$ cat src/rtl/deep_ram_pkg.sv
package deep_ram_pkg;
  typedef enum logic {
    ROLE_LOWER = 1'b0,
    ROLE_UPPER = 1'b1
  } bank_role_e;
endpackage

$ cat src/rtl/cas_bank.sv
module cas_bank
  import deep_ram_pkg::*;
#(
  parameter bank_role_e ROLE    = ROLE_LOWER,
  parameter int         AW      = 10,
  parameter bit         OUT_REG = 1'b0
) (
  input  logic          clk,
  input  logic          rst_n,
  input  logic          din,
  input  logic [AW-1:0] addr,
  input  logic          addr_hi,
  input  logic          we,
  input  logic          cas_in,
  output logic          dout,
  output logic          cas_out
);
  localparam int   DEPTH    = 1 << AW;
  localparam int   LAT      = OUT_REG ? 2 : 1;
  localparam logic ROLE_BIT = (ROLE == ROLE_UPPER);

  logic mem [DEPTH];
  logic wr_hit;
  logic rd_q, sel_q;
  logic stage_d, stage_sel;
  logic [1:0] warm;

  // A bank takes a write only when the top address bit names its half.
  assign wr_hit = we && (addr_hi == ROLE_BIT);

  always_ff @(posedge clk) begin
    if (wr_hit) mem[addr] <= din;
  end

  // Read-first: the array word is sampled before this edge's write lands.
  always_ff @(posedge clk or negedge rst_n) begin
    if (!rst_n) begin
      rd_q  <= 1'b0;
      sel_q <= 1'b0;
    end else begin
      rd_q  <= mem[addr];
      sel_q <= addr_hi;
    end
  end

  generate
    if (OUT_REG) begin : g_oreg
      logic rd_o, sel_o;
      always_ff @(posedge clk or negedge rst_n) begin
        if (!rst_n) begin
          rd_o  <= 1'b0;
          sel_o <= 1'b0;
        end else begin
          rd_o  <= rd_q;
          sel_o <= sel_q;
        end
      end
      assign stage_d   = rd_o;
      assign stage_sel = sel_o;
    end else begin : g_direct
      assign stage_d   = rd_q;
      assign stage_sel = sel_q;
    end
  endgenerate

  assign cas_out = stage_d;
  assign dout    = (stage_sel == ROLE_BIT) ? stage_d : cas_in;

  always_ff @(posedge clk or negedge rst_n) begin
    if (!rst_n)             warm <= 2'd0;
    else if (warm != 2'd3)  warm <= warm + 2'd1;
  end

  AST_WR_STEER: assert property (@(posedge clk) disable iff (!rst_n)
    (we && addr_hi != ROLE_BIT) |=> mem[$past(addr)] == $past(mem[addr]));

  AST_SEL_LAT: assert property (@(posedge clk) disable iff (!rst_n)
    (warm >= 2'(LAT)) |-> stage_sel == $past(addr_hi, LAT));
endmodule

$ cat src/rtl/cascaded_deep_ram.sv
module cascaded_deep_ram
  import deep_ram_pkg::*;
#(
  parameter int BANK_AW = 10,
  parameter bit OUT_REG = 1'b0
) (
  input  logic             clk,
  input  logic             rst_n,
  input  logic             wr_en,
  input  logic [BANK_AW:0] addr,
  input  logic             din,
  output logic             dout
);
  localparam int LAT = OUT_REG ? 2 : 1;

  logic lower_cas, lower_dout, upper_cas;
  logic [1:0] warm;

  cas_bank #(.ROLE(ROLE_LOWER), .AW(BANK_AW), .OUT_REG(OUT_REG)) u_lower (
    .clk     (clk),
    .rst_n   (rst_n),
    .din     (din),
    .addr    (addr[BANK_AW-1:0]),
    .addr_hi (addr[BANK_AW]),
    .we      (wr_en),
    .cas_in  (1'b0),
    .dout    (lower_dout),
    .cas_out (lower_cas)
  );

  cas_bank #(.ROLE(ROLE_UPPER), .AW(BANK_AW), .OUT_REG(OUT_REG)) u_upper (
    .clk     (clk),
    .rst_n   (rst_n),
    .din     (din),
    .addr    (addr[BANK_AW-1:0]),
    .addr_hi (addr[BANK_AW]),
    .we      (wr_en),
    .cas_in  (lower_cas),
    .dout    (dout),
    .cas_out (upper_cas)
  );

  always_ff @(posedge clk or negedge rst_n) begin
    if (!rst_n)            warm <= 2'd0;
    else if (warm != 2'd3) warm <= warm + 2'd1;
  end

  always_comb begin
    if (!rst_n) AST_RST_ZERO: assert (dout == 1'b0);
  end

  AST_OUT_LOWER: assert property (@(posedge clk) disable iff (!rst_n)
    (warm >= 2'(LAT) && $past(addr[BANK_AW], LAT) == 1'b0)
      |-> (dout == lower_cas && lower_dout == lower_cas));

  AST_OUT_UPPER: assert property (@(posedge clk) disable iff (!rst_n)
    (warm >= 2'(LAT) && $past(addr[BANK_AW], LAT) == 1'b1)
      |-> dout == upper_cas);
endmodule

$ cat config.mk
export PLATFORM = sky130hd
export DESIGN_NAME = cascaded_deep_ram
export DESIGN_NICKNAME = d
export VERILOG_FILES = /design/src/rtl/deep_ram_pkg.sv /design/src/rtl/cas_bank.sv /design/src/rtl/cascaded_deep_ram.sv
export SDC_FILE = /design/constraint.sdc
export NUM_CORES = 2
export LEC_CHECK = 0
export BUFFER_PORTS_ARGS = -buffer_cell sky130_fd_sc_hd__buf_2
export CORE_MARGIN = 5
export CORE_UTILIZATION = 40
export CTS_CLUSTER_DIAMETER = 40
export DETAILED_ROUTE_END_ITERATION = 16
export PLACE_DENSITY = 0.6
export SETUP_SLACK_MARGIN = 0.15
export SYNTH_ARGS = -nofsm -noshare
export SYNTH_HDL_FRONTEND = slang
export SYNTH_SLANG_ARGS = --single-unit
$ cat constraint.sdc
create_clock -name clk -period 2.6 [get_ports clk]
set_input_delay 0.13 -clock clk [delete_from_list [all_inputs] [get_ports clk]]
set_output_delay 0.13 -clock clk [all_outputs]
set_load 0.01 [all_outputs]
==> results.md <==
- Total net switching power: 17.3 mW
- Hold Slack: roughly 140 ps
- Fraction of power consumed by sequential logic: 45.9%
- Number of levels the H-tree was split into: 5
- Net count after synthesis: 6392
- Clock network power share: between 40 and 50%
- Cell at the slowest stage of the critical path: sky130_fd_sc_hd__mux4_2
- Fin worst setup slack: -139 ps
- CTS buffer count: 291
- Setup bufs post-CTS: 0
- Post-synthesis sequential area ratio: 69.9%
- Sum Neg Setup Slack: -139 ps
- Critical Path Start Type: register
- Data arrival time of the critical path: between 3000 and 4000 ps
- Length of the first detailed-routing pass in iterations: 8
- Post-route standard cell area excluding fillers: ~110000 um^2
- Post-synthesis area per instance: 13.8 um^2
- Post-route total power: 79.4 mW
- Distinct cells, synth: 54
- Final min period: 2740 ps
- Placed Instance Area: 97400 um^2
- Maximum buffer depth of the clock tree: 4
- Top delay family on crit path: multiplexers
- Leak pwr: 35.2 nW
- Run status: finished with violations
- Count of mapped cells out of synthesis: 6377
- CP bufs+invs: 1
- Critical register-to-register path startpoint: u_upper.mem[972]
- Final std cells w/o fill: 9877
- Fraction of power spent switching nets: 21.7%
- Post-Route Skew: roughly 45 ps
- Floorplan Core Area: 220000 um^2
- CP max stage delay: roughly 470 ps
- TritonCTS clock tree: done
- Weighted congestion reported at the end of routability-driven placement: slightly above 0.8
- Critical Setup Path Class: reg -> reg
- DRC violation count after routing: 0
- DR vias/cell: between 5 and 6
- Routed wire length per instance: 28.2 um
- Die Area: 230000 um^2
- Net count reported at finish: approximately 7000
- Num ports: 16
- Number of synthesized flops with an enable pin: 2048
- Data required, critical path: 3380 ps
- Layout Area Growth over Synthesis: 21.6%
- Flip-flop and latch count after synthesis: 2051
- Cell Area, Synth: 88100 um^2
- Critical register-to-register path endpoint: u_upper.cas_out
- Class of the tightest hold or removal check: in -> reg
- Number of placement rows: 172
- Most frequent standard cell in the layout excluding fill and tap cells: sky130_fd_sc_hd__nor2_1
- DRT antenna net count: 0
- Source-to-sink clock delay at the later pin of the worst-skew pair: 930 ps
- Max VDD drop: 810 uV
- Worst relative slew slack: 39.7%
- Via count: slightly below 60000
- Sum of net half-perimeters after detailed placement: about 170 mm
- Fraction of synthesized cell area taken by the top area cell type: between 60 and 70%
- RSZ-0062 raised after global routing: yes
- Number of antenna violations at the first check in global routing: 8
- Hold Path End: u_lower.cas_out
- Quantity of I/O buffers inserted on ports: 15
- Number of global-route vias before repair: 56500
- Pin count of the biggest net entering global routing: 205
- Pin slew with the least headroom to its limit: 904 ps
- Fraction of registers with async set/reset: 0.146%
- Clock sink total: about 2100
- Vertical die dimension: 479 um
- Most used DFF post-synth: sky130_fd_sc_hd__edfxtp_1
- Fraction of final layout cells sized beyond drive strength 1: 21.2%
- Violation count after the first detailed-route iteration: 7322
- Max-slew violations: 0
- Yosys Warn Count: 0
- Max-capacitance violation count: 0
- Starting density of the core: between 40% and 50%
- Placed cells: 9373
- Internal power summed over all cells: 62.1 mW
- Fmax: roughly 370 MHz
- Setup slack after placement: -976 ps
- Gr ovfl total: 0
- Startpoint of the lowest-slack hold path: addr[7]
- Slack of the worst reg-to-reg path: -140 ps
- Die Wd: around 480 um
- Clock-pin slew on the worst setup and hold paths: 60 ps
- First-pass GRT wire length: 396 mm
- Sort of element at the end of the critical path: register
- GR Util All Layers: 23.6%
- Commonest non-fill, non-tap cells in the layout: sky130_fd_sc_hd__nor2_1, sky130_fd_sc_hd__edfxtp_1, sky130_fd_sc_hd__mux2i_1
- Critical Path, Cell by Cell: mux4_2 -> mux2_2 -> a22oi_1 -> o221ai_2 -> buf_6 -> o211ai_1 -> nand4_1 -> or3_1
- Hold path cells: 5
- Area leader, netlist: sky130_fd_sc_hd__edfxtp_1
- Clock tree root buffer cell: sky130_fd_sc_hd__clkbuf_16
- Combinational cell fraction of total power: around 5.2%
- Total length of routed wires: 279 mm
- Number of setup violations in the final report: 1
- Number of endpoints with negative hold slack in the final report: 0
- Util after Layout: 48.8%
- Power per Cell Area: about 740 nW/um^2
- Worst reg2reg path depth: 8
- Max Fanout on Critical Path: 1
- Final Cycle Share: 105%
- Main area contributors after synthesis: sky130_fd_sc_hd__edfxtp_1, sky130_fd_sc_hd__nor2_1, sky130_fd_sc_hd__mux2i_1
- Failing checks: setup timing
## what timing repair did
item                                   CTS  global route
hold buffers                             6             0
setup endpoints to repair                2             2
resized for setup                       12            28
pin swaps                                7            27
endpoints found under the hold margin  369             0
## layout make-up
type | count | area (um^2)
inverter | 4 | 15.0
multi-input combinational | 3710 | 24200
clock buffer | 323 | 7510
tap | 2871 | 3590
sequential | 2051 | 61600
fill | 18800 | 112000
antenna | 3 | 7.51
clock inverter | 172 | 1920
timing repair buffer | 743 | 8320
## power groups by stage
stage | sequential, mW | combinational [mW] | clock [mW]
final | 36.4 | 4.13 | 38.9
after CTS | 36.4 | 4.08 | 39.3
after floorplan | 37.1 | 1.75 | 0
after global routing | 36.4 | 4.28 | 40.8
after global placement | 37.1 | 4.02 | 0
after detailed placement | 37.1 | 4.05 | 0
## registers in the layout (all words and copies together) (netlist names)
| register | count |
|---|---|
| u_upper.mem | 1024 |
| u_lower.mem | 1024 |
| u_lower.cas_out | 1 |
| u_upper.sel_q | 1 |
| u_upper.cas_out | 1 |
## cell usage after synthesis, drive strengths merged, types with 13 or more instances
| cell type | number |
|---|---|
| a21oi | 19 |
| a221oi | 15 |
| a22oi | 25 |
| buf | 241 |
| clkbuf | 371 |
| edfxtp | 2048 |
| mux2 | 14 |
| mux2i | 618 |
| mux4 | 215 |
| nand2 | 138 |
| nand3 | 33 |
| nand4 | 15 |
| nor2 | 2109 |
| nor4 | 64 |
| o21ai | 61 |
| o221ai | 13 |
| o22ai | 252 |
| or4 | 13 |
## how the worst max path moves through the flow
stage                     start              end  slack (ps)  depth (start not counted)
2_1_floorplan           addr[1]  u_lower.cas_out         200                         11
3_3_place_gp            addr[0]  u_lower.cas_out        -950                         12
3_5_place_dp            addr[0]  u_lower.cas_out        -980                         12
4_1_cts        u_upper.mem[807]  u_upper.cas_out         -90                          9
5_1_grt        u_upper.mem[807]  u_upper.cas_out        -200                          9
6_report       u_upper.mem[972]  u_upper.cas_out        -140                          8
## tightest hold or removal path: stages
cell and delay, ps:
sky130_fd_sc_hd__buf_2 200, sky130_fd_sc_hd__nand2_1 120, sky130_fd_sc_hd__nor2_1 40, sky130_fd_sc_hd__buf_4 200, sky130_fd_sc_hd__a211o_1 280
## routing by layer
layer  wire [um]  global-route usage (%)  vias up
li1            -                       -    24200
met1      109000                    31.7    29900
met2      134000                    38.9     2869
met3       24400                    4.13      653
met4       11200                    8.41        4
met5          27                       0        -
## cell families after synthesis
family	share of synthesized area [%]
AO/OA/AOI/OAI	3.19
multiplexers	12.7
buffers and inverters	3.34
AND/OR/NAND/NOR	10.9
flip-flops	69.9
Power figures use the tool's default switching activity.
